==> src/rtl/chan_pkg.sv <==
`timescale 1ns/1ps
package chan_pkg;
   typedef enum logic [1:0] {
      SYM_NONE = 2'd0,
      SYM_REQ  = 2'd1,
      SYM_ACK  = 2'd2,
      SYM_IDLE = 2'd3
   } sym_e;

   localparam int unsigned SLOTS = 2;
   localparam int unsigned OCC_W = 2;
endpackage

==> src/rtl/chan_age_ctr.sv <==
`timescale 1ns/1ps
module chan_age_ctr #(
   parameter int unsigned CW    = 6,
   parameter int unsigned LIMIT = 31
) (
   input  logic          clk,
   input  logic          rst_n,
   input  logic          clr,
   input  logic          ld,
   input  logic [CW-1:0] ld_val,
   input  logic          inc,
   output logic [CW-1:0] q
);
   localparam logic [CW-1:0] LIM_V = CW'(LIMIT);

   if (LIMIT >= (1 << CW)) begin : g_bad_width
      $error("chan_age_ctr: LIMIT does not fit in CW bits");
   end

   logic [CW-1:0] base;
   logic [CW-1:0] nxt;

   always_comb begin
      if (clr)     base = '0;
      else if (ld) base = ld_val;
      else         base = q;
      nxt = base;
      if (inc && (base < LIM_V)) nxt = base + CW'(1);
   end

   always_ff @(posedge clk) begin
      if (!rst_n) q <= '0;
      else        q <= nxt;
   end
endmodule

==> src/rtl/chan_occ.sv <==
`timescale 1ns/1ps
module chan_occ
   import chan_pkg::*;
(
   input  logic             clk,
   input  logic             rst_n,
   input  logic             snd_vld,
   input  sym_e             snd_sym,
   input  logic             dlv,
   output logic [OCC_W-1:0] occ_q,
   output sym_e             head_q,
   output logic [OCC_W-1:0] post_occ,
   output logic             head_clr,
   output logic             head_shift,
   output logic             tail_clr,
   output logic             err_q
);
   sym_e             tail_q;
   sym_e             h_n, t_n;
   logic [OCC_W-1:0] c_n;
   logic             bad;
   logic             snd_real;

   assign snd_real = snd_vld && (snd_sym != SYM_NONE);

   always_comb begin
      c_n        = occ_q;
      h_n        = head_q;
      t_n        = tail_q;
      head_clr   = 1'b0;
      head_shift = 1'b0;
      tail_clr   = 1'b0;
      bad        = 1'b0;
      // step 1: delivery of the oldest symbol
      if (dlv && (occ_q != '0)) begin
         if (occ_q == OCC_W'(2)) begin
            h_n        = tail_q;
            t_n        = SYM_NONE;
            head_shift = 1'b1;
         end else begin
            h_n = SYM_NONE;
         end
         c_n = occ_q - OCC_W'(1);
      end
      // step 2: send applied to the post-delivery state
      if (snd_real) begin
         unique case (c_n)
            OCC_W'(0): begin
               h_n      = snd_sym;
               c_n      = OCC_W'(1);
               head_clr = 1'b1;
               tail_clr = 1'b1;
            end
            OCC_W'(1): begin
               if (snd_sym != h_n) begin
                  t_n      = snd_sym;
                  c_n      = OCC_W'(2);
                  tail_clr = 1'b1;
               end
            end
            default: begin
               if (snd_sym != t_n) bad = 1'b1;
            end
         endcase
      end
   end

   assign post_occ = c_n;

   always_ff @(posedge clk) begin
      if (!rst_n) begin
         occ_q  <= '0;
         head_q <= SYM_NONE;
         tail_q <= SYM_NONE;
         err_q  <= 1'b0;
      end else begin
         occ_q  <= c_n;
         head_q <= h_n;
         tail_q <= t_n;
         err_q  <= err_q | bad;
      end
   end
endmodule

==> src/rtl/chan_delay_line.sv <==
`timescale 1ns/1ps
module chan_delay_line
   import chan_pkg::*;
#(
   parameter int unsigned DELAY = 30
) (
   input  logic       clk,
   input  logic       rst_n,
   input  logic       snd_vld,
   input  logic [1:0] snd_sym,
   input  logic       tick,
   input  logic       dlv,
   output logic       out_vld,
   output logic [1:0] out_sym,
   output logic       must_dlv,
   output logic       err
);
   localparam int unsigned SAT = DELAY + 1;
   localparam int unsigned CW  = $clog2(SAT + 1);
   localparam logic [CW-1:0] DLY_V = CW'(DELAY);

   if (DELAY < 1) begin : g_bad_delay
      $error("chan_delay_line: DELAY must be at least 1");
   end

   logic [OCC_W-1:0] occ_cnt;
   logic [OCC_W-1:0] post_occ;
   sym_e             head_sym;
   logic             head_clr, head_shift, tail_clr;
   logic             tick_ok;
   logic [CW-1:0]    age_q [SLOTS];
   logic [CW-1:0]    head_age;
   logic [CW-1:0]    post_head_age;
   logic             slot_clr [SLOTS];
   logic             slot_ld  [SLOTS];
   logic [CW-1:0]    slot_ldv [SLOTS];

   chan_occ u_occ (
      .clk        (clk),
      .rst_n      (rst_n),
      .snd_vld    (snd_vld),
      .snd_sym    (sym_e'(snd_sym)),
      .dlv        (dlv),
      .occ_q      (occ_cnt),
      .head_q     (head_sym),
      .post_occ   (post_occ),
      .head_clr   (head_clr),
      .head_shift (head_shift),
      .tail_clr   (tail_clr),
      .err_q      (err)
   );

   assign slot_clr[0] = head_clr;
   assign slot_ld[0]  = head_shift;
   assign slot_ldv[0] = age_q[1];
   assign slot_clr[1] = tail_clr;
   assign slot_ld[1]  = 1'b0;
   assign slot_ldv[1] = '0;

   for (genvar s = 0; s < SLOTS; s++) begin : g_age
      chan_age_ctr #(.CW(CW), .LIMIT(SAT)) u_ctr (
         .clk    (clk),
         .rst_n  (rst_n),
         .clr    (slot_clr[s]),
         .ld     (slot_ld[s]),
         .ld_val (slot_ldv[s]),
         .inc    (tick_ok),
         .q      (age_q[s])
      );
   end

   assign head_age = age_q[0];

   always_comb begin
      if (head_clr)        post_head_age = '0;
      else if (head_shift) post_head_age = age_q[1];
      else                 post_head_age = age_q[0];
   end

   // step 3: time advances on the post-send state only below the bound
   assign tick_ok  = tick && (post_occ != '0) && (post_head_age < DLY_V);

   assign out_vld  = (occ_cnt != '0);
   assign out_sym  = head_sym;
   assign must_dlv = out_vld && (head_age == DLY_V);
endmodule

==> config.mk <==
export PLATFORM = sky130hd
export DESIGN_NAME = chan_delay_line
export DESIGN_NICKNAME = d
export VERILOG_FILES = /design/src/rtl/chan_pkg.sv /design/src/rtl/chan_age_ctr.sv /design/src/rtl/chan_occ.sv /design/src/rtl/chan_delay_line.sv
export SDC_FILE = /design/constraint.sdc
export NUM_CORES = 1
export LEC_CHECK = 0
export BUFFER_PORTS_ARGS = -buffer_cell sky130_fd_sc_hd__buf_4
export CORE_AREA = 2 2 59 55
export DETAILED_ROUTE_END_ITERATION = 8
export DIE_AREA = 0 0 61 57
export SLEW_MARGIN = 20
export SYNTH_ARGS = -nofsm -noshare
export SYNTH_HDL_FRONTEND = slang
export SYNTH_SLANG_ARGS = --single-unit
==> constraint.sdc <==
create_clock -name clk -period 2.8 [get_ports clk]
set_clock_uncertainty 0.1 [all_clocks]
set_input_delay 0.42 -clock clk [delete_from_list [all_inputs] [get_ports clk]]
set_output_delay 0.42 -clock clk [all_outputs]
set_load 0.02 [all_outputs]
==> flow_summary.yaml, run 1 <==
run_status:
  status: "completed"
yosys:
  yosys_warnings: 0
  synth_edf_count: 0
  ys_ff_latch: 17
  synthSimpleGateAreaFrac_pct: 24.42
  synth_flop_cell: "dfxtp_1"
  syn_inst: 127
  yosys.area.top_type: "dfxtp_1"
  syn-cell-area_sq_um: 1240
  synthMuxAreaShare_pct: 7.064
  synth_adder_area_share_pct: 4.036
  synth-compound-area-share_pct: 25.53
  synth_top_family_by_area: "compound AO/OA/AOI/OAI gates"
  synth_cell_type_count: 57
  syn_nets: 138
  synth_seq_area_share_pct: 27.45
  avgSynthCellArea_sq_um: 9.763
  synth-xor-area-share_pct: 4.743
  yosysTopAreaCellShare_pct: 27.45
  ys_async_sr_fraction_pct: 0
  synthTopCellsByArea: "dfxtp_1 (27%), ha_1 (4.0%), nand3_1 (3.6%)"
clocking:
  cts_tree: "yes"
  htree_levels: 1
  numCtsBuffers: 3
  cts_root_buf: "clkbuf_4"
  postCtsHoldBufs: 0
  clkTransAtPathRegs_ns: 0.10
  clk_latency_ns: 0.29
  cts_sinks: 17
  cts.path.max_buffers: 2
critical_path:
  r2r_end: "g_age[1].u_ctr.q[4]"
  worst_path_max_delay_cell: "dfxtp_4"
  crit_arrival_ns: 2.75
  crit_type: "reg2reg"
  cp_cell_sequence: "inv_1 > ha_1 > and2b_4 > mux2_1 > and2_4 > o31ai_4 > and2_4 > ha_1 > and3_1 > nand4_1 > and4_1"
  ff2ff_path_depth: 11
  critical_path_buf_inv_count: 1
  critical_path_required_ns: 2.89
  start_kind: "register"
  crit_fanout: 6
  r2r_slack_ns: 0.14
  worstSetupEndpointType: "register"
  slowest_delay_ns: 0.38
  critPathTopFamily: "simple AND/OR/NAND/NOR gates"
  reg2reg_from: "u_occ.occ_q[1]"
placement:
  gp_congestion: 0.8685
  placed_cell_area_sq_um: 1340
  port_buffers: 11
  dp_hpwl_mm: 2.016
  dp_slack_ns: 0.04762
cells_and_area:
  antenna_cells: 0
  fill_cells: 281
  area_delta_synth_final_pct: 13.32
  multi_input_area_sq_um: 828.3
  drive_gt1_share_pct: 32.87
  stdcell_area_sq_um: 1405
  register_area_sq_um: 344.1
  nets: 155
grt:
  antenna_found_initial: 0
  first_global_vias: 923
  grt.overflow.total: 0
  grt_start_max_net_pins: 15
  grt_usage_pct: 16.35
  grt_pass1_wl_mm: 4.278
floorplanning:
  fp.dieArea_sq_um: 3477
  start_util_pct: 42.40
  die_w_microns: 61
  core-area_sq_um: 2924
  io_pins: 12
  row_count: 19
  dieHeight_microns: 57
timing:
  slew_violations: 0
  setup_viol: 0
  setup_slack_ns: 0.1446
  final_hold_viol_count: 0
  finalCritPeriodShare_pct: 94.84
  tightest_slew_ns: 0.6367
  fmax_mhz: 376.6
  whs_ns: 0.3268
  max_slew_margin_pct: 57.36
  min_period_ns: 2.655
detailed_routing:
  antenna_left: 0
  vias: 1023
  drtPass1Iterations: 4
  vias_per_cell: 5.530
  drtIter0Drc: 40
  wirelength_mm: 2.659
  wl_per_cell_microns: 14.37
  drc: 0
hold_path:
  hold_path_end: "g_age[1].u_ctr.q[0]"
  min_path_cells: 2
  hold_class: "in2reg"
  min-delay-start: "rst_n"
run:
  cap_violations: 0
power:
  leakage_nw: 0.5799
  power-per-cell-area_nw_per_um2: 827.5
  ir_worst_vdd_mv: 0.3559
[synth_stat cells, types with 2 or more instances]
cell / number
buf_6: 3
and3_1: 2
ha_1: 4
nand3_1: 9
xnor2_1: 3
a21oi_1: 5
dfxtp_1: 17
o2111ai_1: 3
nand4_1: 4
o31ai_4: 2
and4_1: 2
o21ai_0: 6
xnor2_2: 2
nor2_1: 6
and2_1: 3
inv_1: 5
and4b_1: 2
mux2i_1: 4
nand2_1: 5
mux2_2: 2
o311a_1: 2
[per-layer routing]
layer  track usage [%]  wire (microns)  vias to the layer above
li1                  -               -                      518
met3             2.268              48                        2
met5                 0               0                        -
met4             5.590              18                        0
met1             24.22            1383                      495
met2             24.27            1208                        8
[cell type report]
type	instances	share of cell area, %
Clock buffer	4	1.870
Inverter	5	1.336
Multi-Input combinational cell	99	58.95
Sequential cell	17	24.49
Tap cell	42	3.740
Timing Repair Buffer	18	9.617
[logic make-up after synthesis]
| kind of cell | after synthesis |
|---|---|
| buf+inv | 11 |
| compound gates | 36 |
| simple gates | 46 |
| flops | 17 |
| mux | 8 |
| xor+xnor | 5 |
| fa+ha+maj | 4 |
[where the power goes]
part	total, mW	switching, mW	internal, mW
Clock	0.134	0.0789	0.0553
Combinational	0.692	0.378	0.313
Sequential	0.337	0.0434	0.294
Total	1.16	0.501	0.662
[flip-flops by register name, summed over array words and instances, names as in the netlist]
signal         flops
u_occ.tail_q       2
g_age.u_ctr.q     10
u_occ.head_q       2
u_occ.err_q        1
u_occ.occ_q        2
[timing repair]
item,in CTS,in global routing
buffers inserted,0,3
endpoints found under the hold margin,0,0
setup endpoints to repair,0,5
gates resized for setup,0,5
[how the worst max path moves through the flow]
stage                        start             endpoint  depth (start not counted)  slack (ns)
floorplan           u_occ.occ_q[0]  g_age[1].u_ctr.q[4]                         11        0.09
global placement    u_occ.occ_q[1]  g_age[1].u_ctr.q[4]                         11        0.14
detailed placement  u_occ.occ_q[1]  g_age[1].u_ctr.q[4]                         11        0.05
CTS                 u_occ.occ_q[1]  g_age[1].u_ctr.q[4]                         11        0.02
global route        u_occ.occ_q[1]  g_age[1].u_ctr.q[4]                         11       -0.02
finish              u_occ.occ_q[1]  g_age[1].u_ctr.q[4]                         11        0.14
[through the flow]
| stage | setup TNS (ns) | power (mW) | util [%] | cells |
|---|---|---|---|---|
| CTS | 0 | 1.116 | 46.73 | 182 |
| detailed placement | 0 | 0.9794 | 45.83 | 178 |
| global route | -0.01605 | 1.243 | 48.05 | 185 |
| finish | 0 | 1.163 | 48.05 | 185 |
| floorplan | 0 | 0.8167 | - | 127 |
| global placement | 0 | 0.9664 | 45.83 | 178 |
[placed cells by master (no fill, tap or decap), types with 2 or more instances in the layout]
cell type  count
and2_4         3
and4_1         2
a21oi_1        5
clkbuf_4       3
xnor2_1        2
buf_4         18
inv_1          5
mux2_2         2
and3_1         2
nand3_1        9
and4b_1        2
nand2_1        5
o2111ai_1      3
o311a_1        2
xnor2_2        3
nand4_1        4
nor2_1         6
dfxtp_1       16
o31ai_4        2
ha_1           4
o21ai_0        6
mux2i_1        4
Note: power is estimated with default switching activity, not from simulation.
==> run 2: changes to the inputs <==
--- a/config.mk
+++ b/config.mk
@@ -9,6 +9,7 @@
 export CORE_AREA = 2 2 59 55
 export DETAILED_ROUTE_END_ITERATION = 8
 export DIE_AREA = 0 0 61 57
+export REMOVE_ABC_BUFFERS = 1
 export SLEW_MARGIN = 20
 export SYNTH_ARGS = -nofsm -noshare
 export SYNTH_HDL_FRONTEND = slang
==> flow_summary.yaml, run 2 (synthesized netlist as in run 1, its figures left out) <==
placement:
  port_buffers: 11
  dp_hpwl_mm: 2.111
  placed_cell_area_sq_um: 1340
  gp_congestion: 0.8488
  numPlacedInstances: 178
grt:
  antenna_found_initial: 0
  grt.overflow.total: 0
  grt_start_max_net_pins: 15
  grt_pass1_wl_mm: 4.540
  first_global_vias: 986
  grt_usage_pct: 17.62
power:
  ir_worst_vdd_mv: 0.2964
  power-per-cell-area_nw_per_um2: 824.9
  leakage_nw: 0.5610
  total_power_mw: 1.134
clocking:
  numCtsBuffers: 3
  cts_root_buf: "clkbuf_4"
  cts_sinks: 17
  cts_tree: "yes"
  clk_latency_ns: 0.30
  postCtsHoldBufs: 0
  htree_levels: 1
  clkTransAtPathRegs_ns: 0.11
  cts.path.max_buffers: 2
  cts.repair.resized: 0
  cts_setup_buffers: 0
detailed_routing:
  drtPass1Iterations: 5
  wl_per_cell_microns: 14.96
  antenna_left: 0
  drc: 0
  drtIter0Drc: 31
  vias: 1020
  wirelength_mm: 2.723
  vias_per_cell: 5.604
cells_and_area:
  top_register: "g_age.u_ctr.q"
  layout_common_cells: "dfxtp_1 (16), buf_4 (15), nand3_1 (9), nor2_1 (6), o21ai_0 (6)"
  instances_no_fill: 182
  area_delta_synth_final_pct: 10.90
  drive_gt1_share_pct: 31.43
  fill_cells: 286
  finish.utilization_pct: 47.03
  final_common_cell: "dfxtp_1"
  largest_reg_flops: 10
  antenna_cells: 0
  nets: 152
  stdcell_area_sq_um: 1375
run_status:
  status: "completed"
hold_path:
  hold_class: "in2reg"
  hold_path_end: "u_occ.head_q[0]"
  min_path_cells: 2
  min-delay-start: "rst_n"
timing:
  tightest_slew_ns: 0.6113
  setup_viol: 0
  finalCritPeriodShare_pct: 94.47
  rsz0062_at_grt: "false"
  fmax_mhz: 378.0
  setup_tns_ns: 0
  max_slew_margin_pct: 59.06
  slew_violations: 0
  final_hold_viol_count: 0
  min_period_ns: 2.645
critical_path:
  ff2ff_path_depth: 11
  critical_path_required_ns: 2.91
  reg2reg_from: "u_occ.occ_q[1]"
  crit_arrival_ns: 2.75
  start_kind: "register"
  r2r_slack_ns: 0.15
  crit_type: "reg2reg"
  r2r_end: "g_age[1].u_ctr.q[4]"
  crit_fanout: 8
  worstSetupEndpointType: "register"
floorplanning:
  io_pins: 12
  die_w_microns: 61
  core-area_sq_um: 2924
  fp.dieArea_sq_um: 3477
  start_util_pct: 42.40
  row_count: 19
  dieHeight_microns: 57
run:
  cap_violations: 0
## run 2: changes by cell type in the layout (fill, tap and decap cells not counted)
cell     change
dfxtp_4      -1
dfxtp_2      +1
ha_2         +1
xnor2_2      -1
buf_4        -3
xnor2_1      +1
ha_1         -1
## run 2: stage by stage
step / worst slack [ns] / hold slack [ns]
2_1_floorplan: 0.07443 / 0.3700
3_3_place_gp: 0.1488 / 0.3627
3_5_place_dp: 0.01933 / 0.3711
4_1_cts: 0.01239 / 0.3103
5_1_grt: 0.02373 / 0.3160
6_report: 0.1547 / 0.3197
## run 2: layout make-up
type | count | area (sq um) | area share (%)
repair buffers | 15 | 112.6 | 8.189
clock buffers | 4 | 26.28 | 1.911
well taps | 42 | 52.55 | 3.822
flip-flops and latches | 17 | 341.6 | 24.84
multi-input cells | 99 | 823.3 | 59.87
inverters | 5 | 18.77 | 1.365
## run 2: worst max path at each step
stage,start,to,slack [ns]
floorplan,u_occ.occ_q[0],g_age[1].u_ctr.q[4],0.07
global placement,u_occ.occ_q[1],g_age[1].u_ctr.q[4],0.15
detailed placement,u_occ.occ_q[1],g_age[1].u_ctr.q[4],0.02
CTS,u_occ.occ_q[1],g_age[1].u_ctr.q[4],0.01
global route,u_occ.occ_q[1],g_age[1].u_ctr.q[4],0.02
finish,u_occ.occ_q[1],g_age[1].u_ctr.q[4],0.15
## run 2: worst max-delay path: stages (launching register included)
cell and delay, ns:
dfxtp_2 0.39, inv_1 0.07, ha_2 0.21, and2b_4 0.31, mux2_1 0.38, and2_4 0.20, o31ai_4 0.07, and2_4 0.19
ha_1 0.16, and3_1 0.17, nand4_1 0.09, and4_1 0.21
## run 2: per-layer routing
layer | GRT usage [%] | part of all wire (%) | vias to the layer above
li1 | - | - | 511
met1 | 22.27 | 47 | 495
met2 | 29.80 | 50 | 14
met3 | 4.762 | 3.2 | 0
met4 | 3.727 | 0 | 0
met5 | 0 | 0 | -
## run 2: where the power goes
part	total, mW	switching, mW	internal (mW)
Clock	0.137	0.0817	0.0555
Sequential	0.335	0.0440	0.291
Combinational	0.662	0.369	0.293
==> run 3: changes to the inputs <==
--- a/config.mk
+++ b/config.mk
@@ -7,9 +7,11 @@
 export LEC_CHECK = 0
 export BUFFER_PORTS_ARGS = -buffer_cell sky130_fd_sc_hd__buf_4
 export CORE_AREA = 2 2 59 55
+export CTS_BUF_LIST = sky130_fd_sc_hd__clkbuf_4 sky130_fd_sc_hd__clkbuf_8
 export DETAILED_ROUTE_END_ITERATION = 8
 export DIE_AREA = 0 0 61 57
 export REMOVE_ABC_BUFFERS = 1
+export SETUP_SLACK_MARGIN = 0.3
 export SLEW_MARGIN = 20
 export SYNTH_ARGS = -nofsm -noshare
 export SYNTH_HDL_FRONTEND = slang
==> flow_summary.yaml, run 3 (synthesized netlist as in run 1, its figures left out) <==
cells_and_area:
  fill_cells: 272
  drive_gt1_share_pct: 40.94
  largest_reg_flops: 10
  register_area_sq_um: 345.3
  final_common_cell: "buf_4"
  stdcell_area_sq_um: 1539
  finish.utilization_pct: 52.63
  instances_no_fill: 191
  multi_input_area_sq_um: 907.1
  nets: 161
  area_delta_synth_final_pct: 24.12
  top_register: "g_age.u_ctr.q"
  antenna_cells: 0
  layout_common_cells: "buf_4 (24), dfxtp_1 (15), nand3_1 (9), nor2_1 (6), o21ai_0 (6)"
timing:
  min_period_ns: 2.407
  setup_tns_ns: 0
  slew_violations: 0
  final_hold_viol_count: 0
  finalCritPeriodShare_pct: 85.96
  fmax_mhz: 415.5
  setup_slack_ns: 0.3932
  whs_ns: 0.3224
  tightest_slew_ns: 0.6193
  setup_viol: 0
  rsz0062_at_grt: "false"
  max_slew_margin_pct: 58.44
floorplanning:
  dieHeight_microns: 57
  row_count: 19
  start_util_pct: 42.40
  core-area_sq_um: 2924
  fp.dieArea_sq_um: 3477
  die_w_microns: 61
  io_pins: 12
grt:
  grt.overflow.total: 0
  antenna_found_initial: 0
  first_global_vias: 1019
  grt_start_max_net_pins: 15
  grt_pass1_wl_mm: 4.733
  grt_usage_pct: 18.40
placement:
  placed_cell_area_sq_um: 1340
  dp_slack_ns: 0.01933
  numPlacedInstances: 178
  port_buffers: 11
  dp_hpwl_mm: 2.111
  gp_congestion: 0.8488
power:
  leakage_nw: 0.6315
  power-per-cell-area_nw_per_um2: 892.5
  ir_worst_vdd_mv: 0.3053
  total_power_mw: 1.374
clocking:
  htree_levels: 1
  cts_sinks: 17
  cts_root_buf: "clkbuf_4"
  cts_tree: "yes"
  cts.path.max_buffers: 2
  clk_latency_ns: 0.30
  numCtsBuffers: 3
  clkTransAtPathRegs_ns: 0.11
critical_path:
  crit_type: "reg2reg"
  critical_path_buf_inv_count: 1
  worst_path_max_delay_cell: "dfxtp_4"
  cpMostUsedCell: "ha_4"
  worstSetupEndpointType: "register"
  start_kind: "register"
  critical_path_required_ns: 2.89
  crit_arrival_ns: 2.50
  slowest_delay_ns: 0.38
  crit_fanout: 7
  critPathTopFamily: "compound AO/OA/AOI/OAI gates"
  cp_cell_sequence: "inv_4 > ha_4 > and4b_1 > a21oi_4 > xnor2_4 > o31ai_4 > and2_4 > ha_4 > and3_2 > a32o_1"
detailed_routing:
  wl_per_cell_microns: 15.27
  drc: 0
  vias_per_cell: 5.545
  drtPass1Iterations: 4
  wirelength_mm: 2.916
  drtIter0Drc: 33
  vias: 1059
  antenna_left: 0
run_status:
  status: "completed"
hold_path:
  hold_class: "in2reg"
run:
  cap_violations: 0
## run 3: cell count changes in the layout (fill, tap and decap cells not counted), moves of 2 or more
cell / previous run / this run
inv_1: 5 / 3
ha_4: 0 / 3
xnor2_4: 0 / 2
ha_1: 3 / 1
buf_4: 15 / 24
inv_4: 0 / 2
## run 3: layout make-up
type / instances / area share (%)
multi-input combinational: 99 / 58.94
clock buffer: 4 / 1.951
sequential: 17 / 22.44
timing repair buffer: 24 / 11.71
tap: 42 / 3.415
inverter: 5 / 1.545
## run 3: path summary, 6_finish.rpt
check	from	slack, ns	cells after the start	endpoint
worst max register to register	u_occ.occ_q[1]	0.39	10	g_age[1].u_ctr.q[1]
worst min register to register	u_occ.err_q	0.39	2	u_occ.err_q
worst max-delay path	u_occ.occ_q[1]	0.39	10	g_age[1].u_ctr.q[1]
worst min-delay path	rst_n	0.32	2	u_occ.head_q[0]
## run 3: what timing repair did
action | in CTS | in global routing
pin swaps | 5 | 6
hold buffers | 0 | 0
resized for setup | 13 | 9
buffers inserted | 4 | 5
gates cloned | 0 | 0
setup endpoints to repair | 4 | 8
## run 3: layer usage
metal,up-vias,GRT usage (%),wire (microns)
li1,527,-,-
met1,519,23.14,1359
met2,13,31.18,1488
met5,-,0,0
met3,0,4.762,68
met4,0,4.348,0
## run 3: power by group
group / switching [mW] / internal (mW) / total (mW)
sequential: 0.0503 / 0.295 / 0.346
clock: 0.0799 / 0.0651 / 0.145
combinational: 0.442 / 0.441 / 0.883
## run 3: worst reg2reg max path: stages (launching register included)
cell	delay (ns)
dfxtp_4	0.38
inv_4	0.06
ha_4	0.16
and4b_1	0.22
a21oi_4	0.19
xnor2_4	0.12
o31ai_4	0.30
and2_4	0.22
ha_4	0.19
and3_2	0.16
a32o_1	0.19
